==> config.mk <==
export PLATFORM = sky130hd
export DESIGN_NAME = wake_event_ctrl
export DESIGN_NICKNAME = d
export VERILOG_FILES = /design/src/rtl/wake_evt_pkg.sv /design/src/rtl/wake_status_bank.sv /design/src/rtl/wake_qualifier.sv /design/src/rtl/wake_pulse_fsm.sv /design/src/rtl/wake_event_ctrl.sv
export SDC_FILE = /design/constraint.sdc
export NUM_CORES = 1
export LEC_CHECK = 0
export CELL_PAD_IN_SITES_DETAIL_PLACEMENT = 1
export CELL_PAD_IN_SITES_GLOBAL_PLACEMENT = 2
export CORE_MARGIN = 4
export CORE_UTILIZATION = 22
export DETAILED_ROUTE_END_ITERATION = 8
export PLACE_DENSITY_LB_ADDON = 0.1
export SLEW_MARGIN = 20
export SYNTH_ARGS = -nofsm -noshare
export SYNTH_HDL_FRONTEND = slang
export SYNTH_SLANG_ARGS = --single-unit
==> constraint.sdc <==
create_clock -name clk_i -period 3.9 [get_ports clk_i]
set_input_delay 0.78 -clock clk_i [delete_from_list [all_inputs] [get_ports clk_i]]
set_output_delay 0.78 -clock clk_i [all_outputs]
set_load 0.01 [all_outputs]
==> src/rtl/wake_evt_pkg.sv <==
package wake_evt_pkg;

    // Wake class of one source: which sleep states it may leave from.
    typedef enum logic [1:0] {
        CLS_ANY,      // S1..S5, also after override or thermal trip
        CLS_RESUME,   // S1..S5, not after override or thermal trip
        CLS_CORE,     // S1 only, core well must be powered
        CLS_S1ONLY    // S1 only
    } wake_cls_e;

    typedef enum logic [1:0] {
        ST_AWAKE,
        ST_ARMED,
        ST_FIRE,
        ST_HOLD
    } wake_st_e;

    // Fixed sources follow the general-purpose inputs.
    localparam int unsigned FIXED_SRCS      = 7;
    localparam int unsigned OFS_PWRBTN      = 0;
    localparam int unsigned OFS_RTC         = 1;
    localparam int unsigned OFS_PME_MSG     = 2;
    localparam int unsigned OFS_PCIE_PIN    = 3;
    localparam int unsigned OFS_SMB_WAKE    = 4;
    localparam int unsigned OFS_SMB_RESET   = 5;
    localparam int unsigned OFS_HOST_NOTIFY = 6;

    localparam logic [2:0] SLP_S0 = 3'd0;
    localparam logic [2:0] SLP_S1 = 3'd1;
    localparam logic [2:0] SLP_S5 = 3'd5;

    // S5 entry cause codes 0 (software) and 1 (power failure) leave every source open.
    localparam logic [1:0] S5_OVERRIDE = 2'd2;
    localparam logic [1:0] S5_THERMAL  = 2'd3;

    function automatic wake_cls_e fixed_class(input int unsigned ofs);
        wake_cls_e cls;
        case (ofs)
            OFS_PWRBTN, OFS_SMB_WAKE, OFS_SMB_RESET: cls = CLS_ANY;
            OFS_PME_MSG:                             cls = CLS_S1ONLY;
            OFS_RTC, OFS_PCIE_PIN, OFS_HOST_NOTIFY:  cls = CLS_RESUME;
            default:                                 cls = CLS_RESUME;
        endcase
        return cls;
    endfunction

endpackage

==> src/rtl/wake_status_bank.sv <==
module wake_status_bank #(
    parameter int unsigned N_SRC = 23
) (
    input  logic             clk_i,
    input  logic             rst_ni,
    input  logic [N_SRC-1:0] req_i,
    input  logic             clr_i,
    input  logic [N_SRC-1:0] clr_mask_i,
    output logic [N_SRC-1:0] status_o
);

    logic [N_SRC-1:0] req_q;
    logic [N_SRC-1:0] rise_w;
    logic [N_SRC-1:0] stat_q;

    always_ff @(posedge clk_i or negedge rst_ni) begin
        if (!rst_ni) begin
            req_q <= '0;
        end else begin
            req_q <= req_i;
        end
    end

    assign rise_w = req_i & ~req_q;

    // One sticky bit per source; a new edge wins over a clear in the same cycle.
    for (genvar g = 0; g < N_SRC; g++) begin : g_bit
        always_ff @(posedge clk_i or negedge rst_ni) begin
            if (!rst_ni) begin
                stat_q[g] <= 1'b0;
            end else if (rise_w[g]) begin
                stat_q[g] <= 1'b1;
            end else if (clr_i && clr_mask_i[g]) begin
                stat_q[g] <= 1'b0;
            end
        end
    end

    assign status_o = stat_q;

endmodule

==> src/rtl/wake_qualifier.sv <==
module wake_qualifier
    import wake_evt_pkg::*;
#(
    parameter int unsigned         N_GPI         = 16,
    parameter logic [N_GPI-1:0]    CORE_GPI_MASK = 16'h10FF,
    parameter int unsigned         N_SRC         = N_GPI + FIXED_SRCS
) (
    input  logic [2:0]       sleep_i,
    input  logic [1:0]       s5_cause_i,
    input  logic             core_pwr_i,
    input  logic [N_SRC-1:0] en_i,
    input  logic [N_SRC-1:0] status_i,
    output logic             asleep_o,
    output logic             pending_o
);

    logic             asleep_w;
    logic             in_s1_w;
    logic             restricted_w;
    logic [N_SRC-1:0] elig_w;
    logic [N_SRC-1:0] eff_en_w;

    // Codes 6 and 7 are not sleep states and count as awake.
    assign asleep_w     = (sleep_i >= SLP_S1) && (sleep_i <= SLP_S5);
    assign in_s1_w      = (sleep_i == SLP_S1);
    assign restricted_w = (sleep_i == SLP_S5) &&
                          ((s5_cause_i == S5_OVERRIDE) || (s5_cause_i == S5_THERMAL));

    function automatic logic class_ok(input wake_cls_e cls, input logic asleep,
                                      input logic in_s1, input logic restricted,
                                      input logic core_pwr);
        logic ok;
        unique case (cls)
            CLS_ANY:    ok = asleep;
            CLS_RESUME: ok = asleep && !restricted;
            CLS_CORE:   ok = in_s1 && core_pwr;
            CLS_S1ONLY: ok = in_s1;
            default:    ok = 1'b0;
        endcase
        return ok;
    endfunction

    for (genvar g = 0; g < N_SRC; g++) begin : g_src
        if (g < N_GPI) begin : g_gpi
            localparam wake_cls_e CLS = CORE_GPI_MASK[g] ? CLS_CORE : CLS_RESUME;
            assign elig_w[g]   = class_ok(CLS, asleep_w, in_s1_w, restricted_w, core_pwr_i);
            assign eff_en_w[g] = en_i[g];
        end else begin : g_fixed
            localparam wake_cls_e CLS = fixed_class(g - N_GPI);
            assign elig_w[g]   = class_ok(CLS, asleep_w, in_s1_w, restricted_w, core_pwr_i);
            // Always-on sources ignore their enable bit.
            assign eff_en_w[g] = (CLS == CLS_ANY) ? 1'b1 : en_i[g];
        end
    end

    assign asleep_o  = asleep_w;
    assign pending_o = |(status_i & eff_en_w & elig_w);

endmodule

==> src/rtl/wake_pulse_fsm.sv <==
module wake_pulse_fsm
    import wake_evt_pkg::*;
(
    input  logic clk_i,
    input  logic rst_ni,
    input  logic asleep_i,
    input  logic pending_i,
    output logic wake_o
);

    wake_st_e st_q;
    wake_st_e st_d;

    always_comb begin
        st_d = st_q;
        unique case (st_q)
            ST_AWAKE: begin
                if (asleep_i) st_d = ST_ARMED;
            end
            ST_ARMED: begin
                if (!asleep_i)      st_d = ST_AWAKE;
                else if (pending_i) st_d = ST_FIRE;
            end
            ST_FIRE: begin
                st_d = ST_HOLD;
            end
            ST_HOLD: begin
                if (!asleep_i)       st_d = ST_AWAKE;
                else if (!pending_i) st_d = ST_ARMED;
            end
            default: st_d = ST_AWAKE;
        endcase
    end

    always_ff @(posedge clk_i or negedge rst_ni) begin
        if (!rst_ni) begin
            st_q <= ST_AWAKE;
        end else begin
            st_q <= st_d;
        end
    end

    always_comb begin
        unique case (st_q)
            ST_FIRE: wake_o = 1'b1;
            default: wake_o = 1'b0;
        endcase
    end

endmodule

==> src/rtl/wake_event_ctrl.sv <==
module wake_event_ctrl
    import wake_evt_pkg::*;
#(
    parameter int unsigned      N_GPI         = 16,
    parameter logic [N_GPI-1:0] CORE_GPI_MASK = 16'h10FF
) (
    input  logic                        clk_i,
    input  logic                        rst_ni,
    input  logic [N_GPI+FIXED_SRCS-1:0] req_i,
    input  logic [N_GPI+FIXED_SRCS-1:0] en_i,
    input  logic [2:0]                  sleep_i,
    input  logic [1:0]                  s5_cause_i,
    input  logic                        core_pwr_i,
    input  logic                        clr_i,
    input  logic [N_GPI+FIXED_SRCS-1:0] clr_mask_i,
    output logic [N_GPI+FIXED_SRCS-1:0] status_o,
    output logic                        wake_o
);

    localparam int unsigned N_SRC = N_GPI + FIXED_SRCS;

    logic [N_SRC-1:0] status_w;
    logic             asleep;
    logic             pending;

    wake_status_bank #(.N_SRC(N_SRC)) u_bank (
        .clk_i      (clk_i),
        .rst_ni     (rst_ni),
        .req_i      (req_i),
        .clr_i      (clr_i),
        .clr_mask_i (clr_mask_i),
        .status_o   (status_w)
    );

    wake_qualifier #(
        .N_GPI         (N_GPI),
        .CORE_GPI_MASK (CORE_GPI_MASK),
        .N_SRC         (N_SRC)
    ) u_qual (
        .sleep_i    (sleep_i),
        .s5_cause_i (s5_cause_i),
        .core_pwr_i (core_pwr_i),
        .en_i       (en_i),
        .status_i   (status_w),
        .asleep_o   (asleep),
        .pending_o  (pending)
    );

    wake_pulse_fsm u_fsm (
        .clk_i     (clk_i),
        .rst_ni    (rst_ni),
        .asleep_i  (asleep),
        .pending_i (pending),
        .wake_o    (wake_o)
    );

    assign status_o = status_w;

endmodule

==> flow_summary.yaml, run 1 <==
cells_and_area:
  n_antenna_cell: 0
  area_growth_pct: 68.2
  drive_above_1_share_pct: 3.65
  fill_cells: 876
  fin_nets: 351
cts:
  cts_hold_buf: 0
  cts_resized: 0
  ctsRootBufferMaster: "clkbuf_8"
  cts.path.max_buffers: 2
  clk-insertion-delay-late_ns: 0.30
  cts_tree: "built"
  htreeDepth: 2
  path_clk_slew_ns: 0.08
  cts_made_buffers: 5
  cts_setup_buffers: 0
  numClockSinks: 48
critical_path:
  startpoint_type: "register"
  critical_path_arrival_ns: 1.42
  worstPathRequired_ns: 3.12
  rrSetupSlack_ns: 2.32
  path_max_fanout: 4
  setup.worst_path.class: "reg -> out"
  crit_path_end_kind: "output pin"
global_routing:
  overflow: 0
  grt_pass1_wl_mm: 8.36
  grt_pass1_vias: 1578
  grt_max_degree: 30
  antenna_found_initial: 0
  grtUsageTotal_pct: 11.2
synthesis:
  yosysWarningCount: 0
  synth.most_common_cell: "dfrtp_1"
  synthTopCellsByArea: "dfrtp_1 69%, nand2_1 10%, o21ai_0 6.9%"
  ys.flop_type: "dfrtp_1"
  syn_avg_cell_area_sq_um: 10.4
  synth_top_area_cell: "dfrtp_1"
  synth_cells: 169
  synth_seq_cells: 48
  synth_top_area_share_pct: 68.5
  async_flop_share_pct: 100
  synth.top_cells.by_count: "48 x dfrtp_1, 47 x nand2_1, 25 x inv_1"
  synth_nets: 247
  synth.distinct_cells: 15
  synthesis.area_sq_um: 1750
  yosysSeqAreaShare_pct: 68.5
  synth_edf_count: 0
die:
  die_area_sq_um: 9460
  core_sq_um: 7730
  start_util_pct: 22.7
  io_pins: 102
  rows: 32
  die_h_microns: 97.3
  die_w_microns: 97.3
sta:
  worst_slew_pin_slew_ns: 0.644
  max_freq_mhz: 455
  grt_setup_unrepaired: "no"
  slew_violations: 0
  setup_tns_ns: 0
  setup_viol: 0
  fin_skew_ns: 0.0116
  hold_viol: 0
  post-route-min-period_ns: 2.20
  relSlewSlack_pct: 57.1
  fin_crit_sh_pct: 56.3
  whs_ns: 0.416
detailed_routing:
  drc: 0
  avgViaCountPerCell: 4.01
  drt.antenna.violating_nets: 0
  routed_wl_mm: 5.01
  routedWlPerCell_microns: 13.3
  drt_first_pass_iters: 2
  initialDrtViolationCount: 17
  num_vias: 1506
power_and_ir_drop:
  power.share.clock_pct: 27.4
  p_per_area_nw_per_um2: 383
  combPwrFrac_pct: 21.1
  p_sw_share_pct: 25.7
  switchingPower_uw: 290
  p_int_uw: 840
  p_leak_nw: 1.32
  vdd.ir_drop.worst_mv: 0.136
  p_seq_share_pct: 51.5
flow_run:
  maxCapViolCount: 0
placed_design:
  port_buffers: 97
  place.detailed.hpwl_mm: 3.92
  gp_congestion: 0.679
outcome:
  run_status: "finished clean"
worst_hold_path:
  hold_path_class: "reg -> reg"
stage by stage:
| step | power [mW] | util [%] | worst slack [ns] | cell area [sq um] | cells |
|---|---|---|---|---|---|
| after floorplan | 0.657 | - | 2.23 | 1750 | 169 |
| after global placement | 0.834 | 36.9 | 1.53 | 2850 | 368 |
| after detailed placement | 0.837 | 36.9 | 1.56 | 2850 | 368 |
| after CTS | 1.15 | 38.1 | 1.68 | 2950 | 376 |
| after global routing | 1.21 | 38.1 | 1.60 | 2950 | 376 |
| final | 1.13 | 38.1 | 1.70 | 2950 | 376 |
power by group through the flow:
stage                     logic [mW]  registers (mW)  clock network [mW]
after global routing           0.267           0.590               0.351
after CTS                      0.246           0.583               0.324
after detailed placement       0.245           0.593                   0
after global placement         0.242           0.592                   0
final                          0.239           0.581               0.310
after floorplan               0.0599           0.597                   0
layout by cell type (no fill, tap or decap):
| cell type | count |
|---|---|
| clkbuf_8 | 6 |
| nor2_1 | 1 |
| a31o_1 | 1 |
| buf_4 | 2 |
| clkinvlp_4 | 1 |
| o21ai_1 | 1 |
| dfrtp_1 | 48 |
| clkdlybuf4s50_1 | 96 |
| a31oi_1 | 1 |
| a22oi_1 | 9 |
| nand2_1 | 47 |
| a221oi_1 | 1 |
| nor3_1 | 2 |
| a21oi_1 | 3 |
| o21ai_0 | 24 |
| buf_2 | 1 |
| inv_1 | 25 |
| nand4_1 | 3 |
| or4b_1 | 1 |
| clkbuf_1 | 1 |
state kept, by name, indices dropped and copies added, names as in the netlist, named ones only:
name and flops:
u_bank.req_q 23, u_fsm.st_q 1, u_bank.status_o 23
worst paths after layout:
| kind | startpoint | to | depth (start not counted) |
|---|---|---|---|
| setup / recovery | u_fsm.st_q[0] | wake_o | 2 |
| hold / removal | u_bank.req_q[18] | u_bank.status_o[18] | 1 |
| setup reg to reg | u_bank.status_o[16] | register | 5 |
| hold reg to reg | u_bank.req_q[18] | u_bank.status_o[18] | 1 |
| max in group asynchronous | rst_ni | u_bank.req_q[17] | 2 |
| min in group asynchronous | rst_ni | u_bank.status_o[5] | 1 |
logic make-up (layout without fill, tap and decap cells):
kind of cell    Yosys count  after routing  share of synthesized area, %
buf+inv                  27            132                          5.78
flops                    48             48                          68.5
simple gates             54             54                          12.5
compound gates           40             40                          13.2
worst max-delay path: stages, from the launching register on:
cell and delay (ns):
dfrtp_1 0.41, nor2_1 0.15, clkdlybuf4s50_1 0.57
area by class of cell:
class	count	area, sq um	area share [%]
sequential	48	1200	40.7
timing repair buffer	99	981	33.3
multi-input combinational	94	450	15.3
tap	102	128	4.33
inverter	25	93.8	3.18
clock buffer	7	86.3	2.93
clock inverter	1	7.51	0.255
metal layers:
metal  part of all wire [%]  global-route usage, %  up-vias
met1                     47                   14.9      697
met3                    7.1                   4.67        5
met5                      0                      0        -
met4                    1.0                   3.19        0
li1                       -                      -      756
met2                     45                   16.8       48
No activity file was read; power rests on OpenSTA's default activity.
==> inputs of run 2 (changes only) <==
--- a/config.mk
+++ b/config.mk
@@ -8,7 +8,7 @@
 export CELL_PAD_IN_SITES_DETAIL_PLACEMENT = 1
 export CELL_PAD_IN_SITES_GLOBAL_PLACEMENT = 2
 export CORE_MARGIN = 4
-export CORE_UTILIZATION = 22
+export CORE_UTILIZATION = 21
 export DETAILED_ROUTE_END_ITERATION = 8
 export PLACE_DENSITY_LB_ADDON = 0.1
 export SLEW_MARGIN = 20
==> constraint.sdc (replaced) <==
create_clock -name clk_i -period 2.2 [get_ports clk_i]
set_input_delay 0.44 -clock clk_i [delete_from_list [all_inputs] [get_ports clk_i]]
set_output_delay 0.44 -clock clk_i [all_outputs]
set_load 0.01 [all_outputs]
==> run 2 against run 1 <==
  * Setup slack worse by 1.4 ns
  * Critical endpoint unchanged
  * Critical path type unchanged
  * Register-to-register slack worse by 1.7 ns
  * Total power up 76%
  * Clock skew is 0.0061 ns lower
  * Hold slack worse by 0.31 ns
  * Clock-buffer cell count down 1
  * Die area is 4.4% higher
  * Largest power group unchanged
==> flow_summary.yaml, run 2 (same netlist as run 1, synthesis figures left out) <==
detailed_routing:
  num_vias: 1544
  drt_first_pass_iters: 4
  initialDrtViolationCount: 30
  routed_wl_mm: 5.12
  drt.antenna.violating_nets: 0
  drc: 0
  routedWlPerCell_microns: 13.5
  avgViaCountPerCell: 4.07
power_and_ir_drop:
  p_sw_share_pct: 25.4
  combPwrFrac_pct: 21.5
  vdd.ir_drop.worst_mv: 0.255
  p_leak_nw: 1.33
  p_seq_share_pct: 51.7
  p_int_mw: 1.49
  power.share.clock_pct: 26.8
  switchingPower_uw: 505
  finalPower_mw: 1.99
  p_per_area_nw_per_um2: 672
sta:
  fin_skew_ns: 0.00552
  worst_slew_pin_slew_ns: 0.507
  max_freq_mhz: 531
  setup_viol: 0
  hold_viol: 0
  setup_tns_ns: 0
  slew_violations: 0
  post-route-min-period_ns: 1.88
  fin_crit_sh_pct: 85.7
  relSlewSlack_pct: 66.2
  grt_setup_unrepaired: "no"
global_routing:
  grt_pass1_wl_mm: 8.19
  grt_pass1_vias: 1646
  overflow: 0
  antenna_found_initial: 0
  grt_max_degree: 29
  grtUsageTotal_pct: 10.7
critical_path:
  critPathBufInv: 1
  critPathTopFamily: "buffers and inverters"
  slowest_delay_ns: 0.56
  crit_path_top_delay_cell: "clkdlybuf4s50_1"
  setup.worst_path.class: "reg -> out"
  startpoint_type: "register"
  path_cells: "nor2_1, clkdlybuf4s50_1"
  worstRegToRegCells: 5
  rr_startpoint: "u_bank.status_o[16]"
  crit_path_end_kind: "output pin"
  cp.depth: 2
  rrSetupSlack_ns: 0.60
  worstPathRequired_ns: 1.76
  path_max_fanout: 4
  critical_path_arrival_ns: 1.44
cells_and_area:
  final_util_pct: 36.2
  drive_above_1_share_pct: 4.01
  fill_cells: 955
  design_area_sq_um: 2960
  n_antenna_cell: 0
  fin_nets: 351
  final_cells: 379
  layout_common_cells: "96 x clkdlybuf4s50_1, 48 x dfrtp_1, 47 x nand2_1"
  final_common_cell: "clkdlybuf4s50_1"
  area_growth_pct: 69.0
cts:
  path_clk_slew_ns: 0.09
  cts_made_buffers: 5
  cts_hold_buf: 0
  cts_setup_buffers: 0
  numClockSinks: 48
  cts_resized: 0
  cts.path.max_buffers: 2
  htreeDepth: 2
  ctsRootBufferMaster: "clkbuf_8"
  clk-insertion-delay-late_ns: 0.30
  cts_tree: "built"
die:
  rows: 33
  io_pins: 102
  die_h_microns: 99.4
  start_util_pct: 21.4
  die_area_sq_um: 9870
  die_w_microns: 99.4
  core_sq_um: 8180
placed_design:
  port_buffers: 97
  place.detailed.hpwl_mm: 4.06
  gp_congestion: 0.687
  post_dp_cell_area_sq_um: 2870
  placed_cells: 371
outcome:
  run_status: "finished clean"
flow_run:
  maxCapViolCount: 0
worst_hold_path:
  hold_path_class: "in -> async"
run 2: stage by stage:
step	hold slack [ns]	setup WS, ns
after CTS	0.105	0.286
after global routing	0.130	0.241
after global placement	0.404	0.153
final	0.101	0.315
after detailed placement	0.412	0.139
after floorplan	0.144	0.870
run 2: worst reg2reg max path: stages, from the launching register on:
cell	delay, ns
dfrtp_1	0.40
nor3_1	0.40
nand4_1	0.16
o21ai_0	0.18
o21ai_1	0.12
a31o_1	0.23
run 2: layout make-up:
| type | instances | area (sq um) | area share, % |
|---|---|---|---|
| tap | 105 | 131 | 4.43 |
| multi-input combinational | 94 | 450 | 15.2 |
| inverter | 25 | 93.8 | 3.17 |
| clock buffer | 6 | 82.6 | 2.79 |
| clock inverter | 2 | 10.0 | 0.338 |
| timing repair buffer | 99 | 993 | 33.5 |
| sequential | 48 | 1200 | 40.5 |
run 2: routing by layer:
metal	vias up	part of all wire, %	track usage (%)
met5	-	0	0
met4	0	1.6	4.10
met3	8	7.2	3.79
met2	48	47	17.0
met1	732	44	13.4
li1	756	-	-
run 2: power by group through the flow:
| stage | sequential [mW] | clock (mW) | combinational [mW] |
|---|---|---|---|
| 2_1_floorplan | 1.06 | 0 | 0.106 |
| 3_3_place_gp | 1.05 | 0 | 0.433 |
| 3_5_place_dp | 1.05 | 0 | 0.440 |
| 4_1_cts | 1.03 | 0.576 | 0.441 |
| 5_1_grt | 1.05 | 0.601 | 0.474 |
| 6_report | 1.03 | 0.534 | 0.427 |
run 2: worst max path at each step:
stage | startpoint | endpoint | slack, ns
finish | u_fsm.st_q[0] | wake_o | 0.32
global route | u_fsm.st_q[0] | wake_o | 0.24
CTS | u_fsm.st_q[0] | wake_o | 0.29
detailed placement | en_i[3] | register | 0.14
global placement | en_i[3] | register | 0.15
floorplan | u_bank.status_o[0] | register | 0.87
==> inputs of run 3 (changes only) <==
--- a/config.mk
+++ b/config.mk
@@ -10,8 +10,10 @@
 export CORE_MARGIN = 4
 export CORE_UTILIZATION = 21
 export DETAILED_ROUTE_END_ITERATION = 8
+export GPL_ROUTABILITY_DRIVEN = 0
 export PLACE_DENSITY_LB_ADDON = 0.1
 export SLEW_MARGIN = 20
 export SYNTH_ARGS = -nofsm -noshare
 export SYNTH_HDL_FRONTEND = slang
 export SYNTH_SLANG_ARGS = --single-unit
+export TNS_END_PERCENT = 30
==> results of run 3 <==
Final layout, timing and power as in run 2 (identical DEF).
